<file path="config.mk">
export PLATFORM = sky130hd
export DESIGN_NAME = cpu_presence_regs
export DESIGN_NICKNAME = d
export VERILOG_FILES = /design/src/rtl/cpu_presence_pkg.sv /design/src/rtl/cpm_bus_split.sv /design/src/rtl/cpm_plug_ctrl.sv /design/src/rtl/cpm_map_store.sv /design/src/rtl/cpu_presence_regs.sv
export SDC_FILE = /design/constraint.sdc
export NUM_CORES = 1
export LEC_CHECK = 0
export BUFFER_PORTS_ARGS = -buffer_cell sky130_fd_sc_hd__buf_2
export CAP_MARGIN = 25
export CELL_PAD_IN_SITES_DETAIL_PLACEMENT = 1
export CELL_PAD_IN_SITES_GLOBAL_PLACEMENT = 2
export CORE_MARGIN = 10
export CORE_UTILIZATION = 41
export DETAILED_ROUTE_END_ITERATION = 10
export GPL_TIMING_DRIVEN = 0
export MAX_ROUTING_LAYER = met4
export PLACE_DENSITY_LB_ADDON = 0.1
export REMOVE_ABC_BUFFERS = 1
export SYNTH_ARGS = -nofsm -noshare
export SYNTH_HDL_FRONTEND = slang
export SYNTH_SLANG_ARGS = --single-unit
</file>
<file path="constraint.sdc">
create_clock -name clk -period 4.88 [get_ports clk]
set_input_delay 0.976 -clock clk [delete_from_list [all_inputs] [get_ports clk]]
set_output_delay 0.976 -clock clk [all_outputs]
set_load 0.01 [all_outputs]
</file>
<file path="src/rtl/cpu_presence_pkg.sv">
package cpu_presence_pkg;

  // Access size code: number of bytes minus one
  typedef enum logic [1:0] {
    ACC_1B = 2'd0,
    ACC_2B = 2'd1,
    ACC_3B = 2'd2,
    ACC_4B = 2'd3
  } acc_size_e;

  localparam int unsigned LANES = 4;

  function automatic logic lane_in_size(acc_size_e sz, int unsigned lane);
    return lane <= 32'(sz);
  endfunction

endpackage

</file>
<file path="src/rtl/cpm_bus_split.sv">
module cpm_bus_split
  import cpu_presence_pkg::*;
#(
  parameter int MAP_BYTES = 32,
  parameter int ADDR_W    = 5
) (
  input  logic                         bus_req,
  input  logic                         bus_we,
  input  logic [ADDR_W-1:0]            bus_addr,
  input  logic [1:0]                   bus_size,
  input  logic [8*LANES-1:0]           bus_wdata,
  output logic                         rd_fire,
  output logic [LANES-1:0]             lane_en,
  output logic [LANES-1:0][ADDR_W-1:0] lane_off,
  output logic                         magic_wr
);

  acc_size_e          size_e;
  logic [LANES-1:0]   lane_zero;

  assign size_e = acc_size_e'(bus_size);

  for (genvar k = 0; k < LANES; k++) begin : g_lane
    logic [ADDR_W:0] full_off;
    logic            in_win;
    assign full_off    = {1'b0, bus_addr} + (ADDR_W+1)'(k);
    assign in_win      = full_off < (ADDR_W+1)'(MAP_BYTES);
    assign lane_en[k]  = in_win && lane_in_size(size_e, k);
    assign lane_off[k] = full_off[ADDR_W-1:0];
    assign lane_zero[k] = lane_en[k] && (full_off == '0)
                          && (bus_wdata[8*k +: 8] == 8'h00);
  end

  assign rd_fire  = bus_req && !bus_we;
  assign magic_wr = bus_req && bus_we && (|lane_zero);

endmodule

</file>
<file path="src/rtl/cpm_plug_ctrl.sv">
module cpm_plug_ctrl #(
  parameter int PLUG_ID_W = 9,
  parameter int MAP_BYTES = 32,
  parameter int ADDR_W    = 5
) (
  input  logic                 clk,
  input  logic                 rst,
  input  logic                 plug_valid,
  input  logic [PLUG_ID_W-1:0] plug_id,
  input  logic                 magic_wr,
  output logic                 set_en,
  output logic [ADDR_W-1:0]    set_byte,
  output logic [2:0]           set_bit,
  output logic                 legacy_exit,
  output logic                 hp_event
);

  localparam int HI_W = PLUG_ID_W - 3;

  logic in_range;
  logic oor_plug;
  logic exit_q;
  logic ev_pend_q;
  logic ev_out_q;

  assign in_range = plug_id[PLUG_ID_W-1:3] < HI_W'(MAP_BYTES);
  assign set_en   = plug_valid && in_range && !exit_q;
  assign oor_plug = plug_valid && !in_range;
  assign set_byte = plug_id[3 +: ADDR_W];
  assign set_bit  = plug_id[2:0];

  always_ff @(posedge clk) begin
    if (rst) begin
      exit_q    <= 1'b0;
      ev_pend_q <= 1'b0;
      ev_out_q  <= 1'b0;
    end else begin
      exit_q    <= exit_q || oor_plug || magic_wr;
      ev_pend_q <= set_en;
      ev_out_q  <= ev_pend_q;
    end
  end

  assign legacy_exit = exit_q;
  assign hp_event    = ev_out_q;

  a_r8_exit_sticky: assert property (@(posedge clk) disable iff (rst)
    legacy_exit |=> legacy_exit);

  a_r7_oor_exits: assert property (@(posedge clk) disable iff (rst)
    (plug_valid && plug_id[PLUG_ID_W-1:3] >= HI_W'(MAP_BYTES)) |=> legacy_exit);

  a_r5_magic_exits: assert property (@(posedge clk) disable iff (rst)
    magic_wr |=> legacy_exit);

  a_r8_no_set_after_exit: assert property (@(posedge clk) disable iff (rst)
    legacy_exit |-> !set_en);

endmodule

</file>
<file path="src/rtl/cpm_map_store.sv">
module cpm_map_store
  import cpu_presence_pkg::*;
#(
  parameter int MAP_BYTES = 32,
  parameter int ADDR_W    = 5,
  parameter logic [MAP_BYTES*8-1:0] INIT_MAP = '0
) (
  input  logic                         clk,
  input  logic                         rst,
  input  logic                         set_en,
  input  logic [ADDR_W-1:0]            set_byte,
  input  logic [2:0]                   set_bit,
  input  logic                         rd_fire,
  input  logic [LANES-1:0]             lane_en,
  input  logic [LANES-1:0][ADDR_W-1:0] lane_off,
  output logic                         rvalid,
  output logic [8*LANES-1:0]           rdata
);

  localparam int MAP_BITS = MAP_BYTES * 8;

  logic [7:0]          map_q [MAP_BYTES];
  logic [MAP_BITS-1:0] map_flat;
  logic                rvalid_q;
  logic [8*LANES-1:0]  rdata_q;

  always_ff @(posedge clk) begin
    if (rst) begin
      for (int i = 0; i < MAP_BYTES; i++) map_q[i] <= INIT_MAP[8*i +: 8];
    end else if (set_en) begin
      map_q[set_byte][set_bit] <= 1'b1;
    end
  end

  for (genvar k = 0; k < LANES; k++) begin : g_rd
    always_ff @(posedge clk) begin
      if (rst) rdata_q[8*k +: 8] <= 8'h00;
      else if (rd_fire)
        rdata_q[8*k +: 8] <= lane_en[k] ? map_q[lane_off[k]] : 8'h00;
    end
  end

  always_ff @(posedge clk) begin
    if (rst) rvalid_q <= 1'b0;
    else     rvalid_q <= rd_fire;
  end

  always_comb begin
    for (int i = 0; i < MAP_BYTES; i++) map_flat[8*i +: 8] = map_q[i];
  end

  assign rvalid = rvalid_q;
  assign rdata  = rdata_q;

  a_r2_bits_persist: assert property (@(posedge clk) disable iff (rst)
    1'b1 |=> ((map_flat & $past(map_flat)) == $past(map_flat)));

  a_r2_set_visible: assert property (@(posedge clk) disable iff (rst)
    set_en |=> map_flat[{$past(set_byte), $past(set_bit)}]);

  a_r4_rvalid_follows_read: assert property (@(posedge clk) disable iff (rst)
    rd_fire |=> rvalid);

  a_r4_no_rvalid_idle: assert property (@(posedge clk) disable iff (rst)
    !rd_fire |=> !rvalid);

endmodule

</file>
<file path="src/rtl/cpu_presence_regs.sv">
module cpu_presence_regs
  import cpu_presence_pkg::*;
#(
  parameter int MAP_BYTES = 32,
  parameter int PLUG_ID_W = 9,
  parameter logic [MAP_BYTES*8-1:0] INIT_MAP = (MAP_BYTES*8)'(32'h0000_000F)
) (
  input  logic                         clk,
  input  logic                         rst,
  input  logic                         plug_valid,
  input  logic [PLUG_ID_W-1:0]         plug_id,
  input  logic                         bus_req,
  input  logic                         bus_we,
  input  logic [$clog2(MAP_BYTES)-1:0] bus_addr,
  input  logic [1:0]                   bus_size,
  input  logic [31:0]                  bus_wdata,
  output logic                         bus_rvalid,
  output logic [31:0]                  bus_rdata,
  output logic                         legacy_exit,
  output logic                         hp_event
);

  localparam int ADDR_W = $clog2(MAP_BYTES);

  logic                         rd_fire;
  logic [LANES-1:0]             lane_en;
  logic [LANES-1:0][ADDR_W-1:0] lane_off;
  logic                         magic_wr;
  logic                         set_en;
  logic [ADDR_W-1:0]            set_byte;
  logic [2:0]                   set_bit;

  cpm_bus_split #(
    .MAP_BYTES (MAP_BYTES),
    .ADDR_W    (ADDR_W)
  ) u_split (
    .bus_req   (bus_req),
    .bus_we    (bus_we),
    .bus_addr  (bus_addr),
    .bus_size  (bus_size),
    .bus_wdata (bus_wdata),
    .rd_fire   (rd_fire),
    .lane_en   (lane_en),
    .lane_off  (lane_off),
    .magic_wr  (magic_wr)
  );

  cpm_plug_ctrl #(
    .PLUG_ID_W (PLUG_ID_W),
    .MAP_BYTES (MAP_BYTES),
    .ADDR_W    (ADDR_W)
  ) u_plug (
    .clk         (clk),
    .rst         (rst),
    .plug_valid  (plug_valid),
    .plug_id     (plug_id),
    .magic_wr    (magic_wr),
    .set_en      (set_en),
    .set_byte    (set_byte),
    .set_bit     (set_bit),
    .legacy_exit (legacy_exit),
    .hp_event    (hp_event)
  );

  cpm_map_store #(
    .MAP_BYTES (MAP_BYTES),
    .ADDR_W    (ADDR_W),
    .INIT_MAP  (INIT_MAP)
  ) u_map (
    .clk      (clk),
    .rst      (rst),
    .set_en   (set_en),
    .set_byte (set_byte),
    .set_bit  (set_bit),
    .rd_fire  (rd_fire),
    .lane_en  (lane_en),
    .lane_off (lane_off),
    .rvalid   (bus_rvalid),
    .rdata    (bus_rdata)
  );

endmodule

</file>
* Word-level counts from Yosys, hierarchy flattened
Memory sizes are Yosys's and may differ from the RTL's. A register that Yosys moved wholly into a read port is not among the register bits.
Cells that the tools add are included.
** Word-level totals
- Memories kept :: 1
- Register bits after elaboration :: 28
- Bits in writable memories :: 256
- Input port bits :: 53
- Word-level logic and storage cells :: 67
** Memory list
- u_map.map_q :: words 32, bits a word 8, read ports 4, clocked after memory_dff 1, write ports 32, line cpm_map_store.sv:22 : logic [7:0] map_q [MAP_BYTES];
** Operators by class
- Add/sub/neg operators :: 3
- $lt $le $gt $ge :: 10
- Muxes and demuxes :: 13
- Reductions and logical operators :: 33
** Operator list (count)
- $mux 8 :: 6
- $logic_not 8->1 :: 4
- $logic_not 6->1 :: 4
- $lt 6x6->1 const B :: 4
- $logic_and 1x1->1 :: 18
- $add 5x2->6 const B :: 2
- $reduce_or 8->1 :: 1
- $add 5x1->6 const B :: 1
- $lt 5x6->1 const B :: 1
- $mux 1 :: 5
- $mux 5 :: 1
- $le 2x2->1 const A :: 2
- $lt 3x4->1 const B :: 1
- $reduce_or 4->1 :: 1
- $demux 1 s3 :: 1
- $ge 3x1->1 const B :: 1
- $logic_not 1->1 :: 3
- $le 1x2->1 const A :: 1
- $logic_or 1x1->1 :: 2

* Depth between registers and ports, before layout
- Depth in word-level cells :: 8
- Depth in mapped cells :: 16
- Gate-level depth less buffers :: 8

* Cells and area by module
Synthesis repeated with hierarchy kept, for this count alone.
** Second synthesis, totals
- Cells, all modules :: 1915
- Area, all modules :: 19013.2 um2
** By module, submodules not included
- cpm_map_store :: cells each 1834, seq. area each 5785.5 um2, instances 1, area an instance 18358.9 um2
- cpm_bus_split :: cells each 65, seq. area each 0.0 um2, instances 1, area an instance 495.5 um2
- cpm_plug_ctrl :: cells each 16, seq. area each 60.1 um2, instances 1, area an instance 158.9 um2

* Least setup slack after synthesis
OpenSTA, ideal clock, no wires.
- Path type :: input-to-reg
- Start :: input port bus_addr[1]
- End :: register u_map.rdata_q[10] (netlist: u_map.rdata[10])
- Path slack :: 1.027 ns
- Stages on the path :: 14
- Data arrival time :: 3.795 ns
- Path buffers :: 7
- Cells stage by stage :: clkbuf_2 -> buf_4 -> buf_6 -> buf_2 -> buf_2 -> inv_1 -> ha_1 -> buf_2 -> clkbuf_1 -> mux4_2 -> a21oi_1 -> o22ai_1 -> a2111oi_1 -> a21o_1
** On the way
- Word-level cells in the longest chain between the ends :: 4
- Elaborated cells on any way between the ends :: 5
- Classes of those cells :: add/sub (1); order compare (1); mux (1); reduce/logical (1); memory (1)
** Ends and longest elaborated chain
- start: declaration :: line cpu_presence_regs.sv:14 : input logic [$clog2(MAP_BYTES)-1:0] bus_addr,
- $add 5x1->6 (*) :: line cpm_bus_split.sv:26 : assign full_off = {1'b0, bus_addr} + (ADDR_W+1)'(k);
- branches (longest 2 deep; another with $mem_v2 32x8)
- $mux 8 (*) :: line cpm_map_store.sv:39 : rdata_q[8*k +: 8] <= lane_en[k] ? map_q[lane_off[k]] : 8'h00;
- end signal: indexed assignment :: line cpm_map_store.sv:39
- end: declaration :: line cpm_map_store.sv:25 : logic [8*LANES-1:0] rdata_q;
Mark *: on every way between the ends.
A chain may end at the register's enable or synchronous reset.

* Final worst setup path
- Start :: input port bus_addr[0]
- End :: register u_map.rdata_q[11] (netlist: u_map.rdata[11])
Same word-level chain as after synthesis.

==> run_results.csv <==
group,metric,value,unit
run_status,outcome,"finished, final reports clean",
sta,slew_headroom,27.2,%
finish,layout.cells.non_filler,2362,
floorplanning,die_y,229,um
floorplanning,start_util,41.6,%
power,p_comb_share,14.2,%
drt,post-route-drc-count,0,
setup_path,max_stage_delay,820,ps
logic_synthesis,synth_area_per_cell,10.3,um2
clock_tree,clock_path_buffers,3,
drt,drt-initial-drc-count,1683,
setup_path,worst_setup_path_end_kind,"register",
sta,setup_tns,0,ps
drt,avgViaCountPerCell,6.49,
grt,grt.total_usage,26.9,%
logic_synthesis,ys_warn_count,0,
logic_synthesis,synth-async-reset-ratio,0,%
finish,layout_commonest_cell,"dfxtp_1",
logic_synthesis,ys_top_cells_by_area,"dfxtp_1 33%, mux4_2 30%, o22ai_1 9.1%",
sta,drv_slew,0,
drt,dr_wl_met3,5360,um
clock_tree,numCtsBuffers,37,
setup_path,required,5370,ps
clock_tree,clock_latency,560,ps
clock_tree,cts_tree,"yes",
logic_synthesis,synthesis.area,18000,um2
grt,grt_pass1_vias,15100,
finish,syn2layout_area_growth,13.4,%
placement,portBuffers,87,
setup_path,crit_arrival,5090,ps
min_path,hp-class,"reg -> reg",
power,clockPowerShare,45.9,%
floorplanning,core,43300,um2
placement,dpl.hpwl,48900,um
logic_synthesis,synthCells,1745,
sta,min_period,4610,ps
min_path,min_from,"u_plug.ev_pend_q$_SDFF_PP0_",
grt,antenna_found_initial,0,
setup_path,start_kind,"input port",
setup_path,crit-reg2reg-launch,"u_map.map_q[15][3]$_DFF_P_",
drt,wirelength,70300,um
clock_tree,clk_pin_slew,60,ps
sta,worst_pin_slew,1090,ps
power,p_leak,6.52,nW
setup_path,crit_top_cell,"buf_16",
setup_path,cp_top_family,"buffers and inverters",
setup_path,crit_chain,"buf_8, buf_16, clkinvlp_4, buf_16, ha_4, buf_16, mux4_2, a21oi_1, o22ai_1, a2111oi_1, a21o_1",
grt,grt_overflow_total,0,
setup_path,crit_type,"in -> reg",
grt,grt_max_degree,150,
sta,hold_viol,0,
drt,avgRoutedWirePerCell,29.8,um
logic_synthesis,ys_seq_elements,292,
clock_tree,clockRootBuffer,"clkbuf_16",
sta,fin_skew,19.7,ps
sta,fmax,217,MHz
setup_path,worst-path-buf-inv,5,
sta,rsz0062_at_grt,"false",
setup_path,startpoint,"bus_addr[0]",
sta,whs,434,ps
finish,nets,1812,
placement,placedCellCount,2293,
power,p_int,4.34,mW
flow_run,cap_violations,0,
clock_tree,hold_buffers,0,
floorplanning,ios,88,
logic_synthesis,yosys_most_used_dff,"dfxtp_1",
drt,first_pass_iters,5,
power,ir_drop,266,uV
drt,wl_met2,32700,um
power,swShare,28.0,%
floorplanning,die_area,52600,um2
sta,finalCritPeriodShare,94.4,%
floorplanning,num_rows,76,
power,netSwitchingPower,1.69,mW
grt,grt_first_pass_wirelength,104000,um
drt,routed.top_layer,"met4",
setup_path,cp_max_fo,72,
drt,ant_nets,0,
logic_synthesis,ys_seq_area_share,32.5,%
power,power_density,296,nW/um2
power,finalPower,6.03,mW
logic_synthesis,synth_top_area_share,32.5,%
clock_tree,htreeDepth,2,
drt,vias,15300,
logic_synthesis,synth-edff-count,0,
clock_tree,cts.sink_count,292,
logic_synthesis,synth.distinct_cells,60,
sta,setup_viol,0,
logic_synthesis,synth_top_cell_by_area,"dfxtp_1",
floorplanning,die_w,229,um
drt,m1WireLength,29600,um
finish,final_cell_mix,"292 x dfxtp_1, 261 x o22ai_1, 253 x inv_1",
placement,gp_congestion,0.888,
setup_path,critPathSlowestCell,"a2111oi_1",
finish,drive_gt1_share,25.0,%
power,p_seq_share,40.0,%
==> flip-flops by register name (all words and copies together) (netlist names) <==
register,flops
u_map.rvalid,1
u_plug.ev_pend_q,1
u_map.rdata,32
u_map.map_q,256
u_plug.hp_event,1
u_plug.legacy_exit,1
==> worst register-to-register path: stages (launching register included) <==
cell and delay [ps]:
dfxtp_1 380, inv_1 70, mux4_2 470, a21oi_1 280, o22ai_1 210, a2111oi_1 820, a21o_1 130
==> power groups by stage <==
stage | Combinational (mW) | Sequential [mW] | Clock, mW
2_1_floorplan | 0.362 | 2.46 | 0
3_3_place_gp | 0.772 | 2.46 | 0
3_5_place_dp | 0.834 | 2.46 | 0
4_1_cts | 0.839 | 2.41 | 2.82
5_1_grt | 0.891 | 2.41 | 2.92
6_report | 0.854 | 2.41 | 2.76
==> through the flow <==
| step | setup WS, ps | utilization [%] | instance area (um2) |
|---|---|---|---|
| final | 272 | 47.1 | 20400 |
| after global routing | 79.9 | 47.1 | 20400 |
| after CTS | -34.7 | 47.0 | 20300 |
| after detailed placement | -855 | 44.2 | 19100 |
| after global placement | -11570 | 42.3 | 18300 |
| after floorplan | -193 | - | 17100 |
==> repair_timing <==
action | 4_1_cts | 5_1_grt
gates cloned | 0 | 0
pin swaps | 0 | 1
setup endpoints to repair | 8 | 11
setup buffers | 0 | 3
gates resized for setup | 3 | 1
==> routing by layer <==
metal	vias to the layer above	GRT usage, %
met3	124	4.36
met2	664	41.4
li1	6654	-
met4	0	9.56
met1	7877	35.4
met5	-	-
==> Yosys cell counts (all sizes together) (2+ instances only) <==
| master | count |
|---|---|
| nor3b | 3 |
| buf | 85 |
| xnor2 | 10 |
| o21ai | 11 |
| nor2 | 51 |
| nor3 | 18 |
| a22o | 18 |
| dfxtp | 292 |
| xor2 | 4 |
| a2111oi | 5 |
| inv | 256 |
| nor4b | 4 |
| a32o | 8 |
| ha | 8 |
| nand2 | 169 |
| a311oi | 6 |
| a211oi | 9 |
| mux4 | 237 |
| and2 | 4 |
| nand2b | 4 |
| nand4 | 9 |
| o211ai | 31 |
| nand3 | 13 |
| o22ai | 261 |
| a31oi | 30 |
| a21oi | 31 |
| clkbuf | 72 |
| nor4 | 5 |
| a21o | 5 |
| o221ai | 8 |
| nand3b | 2 |
| nor2b | 8 |
| a32oi | 11 |
| mux2i | 47 |
==> area by class of cell <==
class / count / area, um2
fill: 4728 / 22900
tap: 585 / 732
timing repair buffer: 124 / 1210
inverter: 256 / 965
multi-input combinational: 1040 / 10400
clock buffer: 54 / 1120
antenna: 1 / 2.50
clock inverter: 10 / 78.8
sequential: 292 / 5850
==> worst paths after layout <==
kind                                       end  cells past startpoint  slack (ps)
setup / recovery  u_map.rdata[11]$_SDFFE_PP0P_                     11         270
hold reg to reg     u_plug.hp_event$_SDFF_PP0_                      1         430
hold / removal      u_plug.hp_event$_SDFF_PP0_                      1         430
setup reg to reg  u_map.rdata[11]$_SDFFE_PP0P_                      6        2440
==> kinds of logic (layout without fill, tap and decap cells) <==
logic type | after synthesis | in the layout | share of synthesized area (%)
compound gates | 438 | 438 | 16.4
buf+inv | 413 | 444 | 10.1
simple gates | 296 | 296 | 7.16
flops | 292 | 292 | 32.5
mux | 284 | 284 | 32.3
xor+xnor | 14 | 14 | 0.974
fa+ha+maj | 8 | 8 | 0.557
other cells | 0 | 1 | 0
No activity file was read; power rests on OpenSTA's default activity.
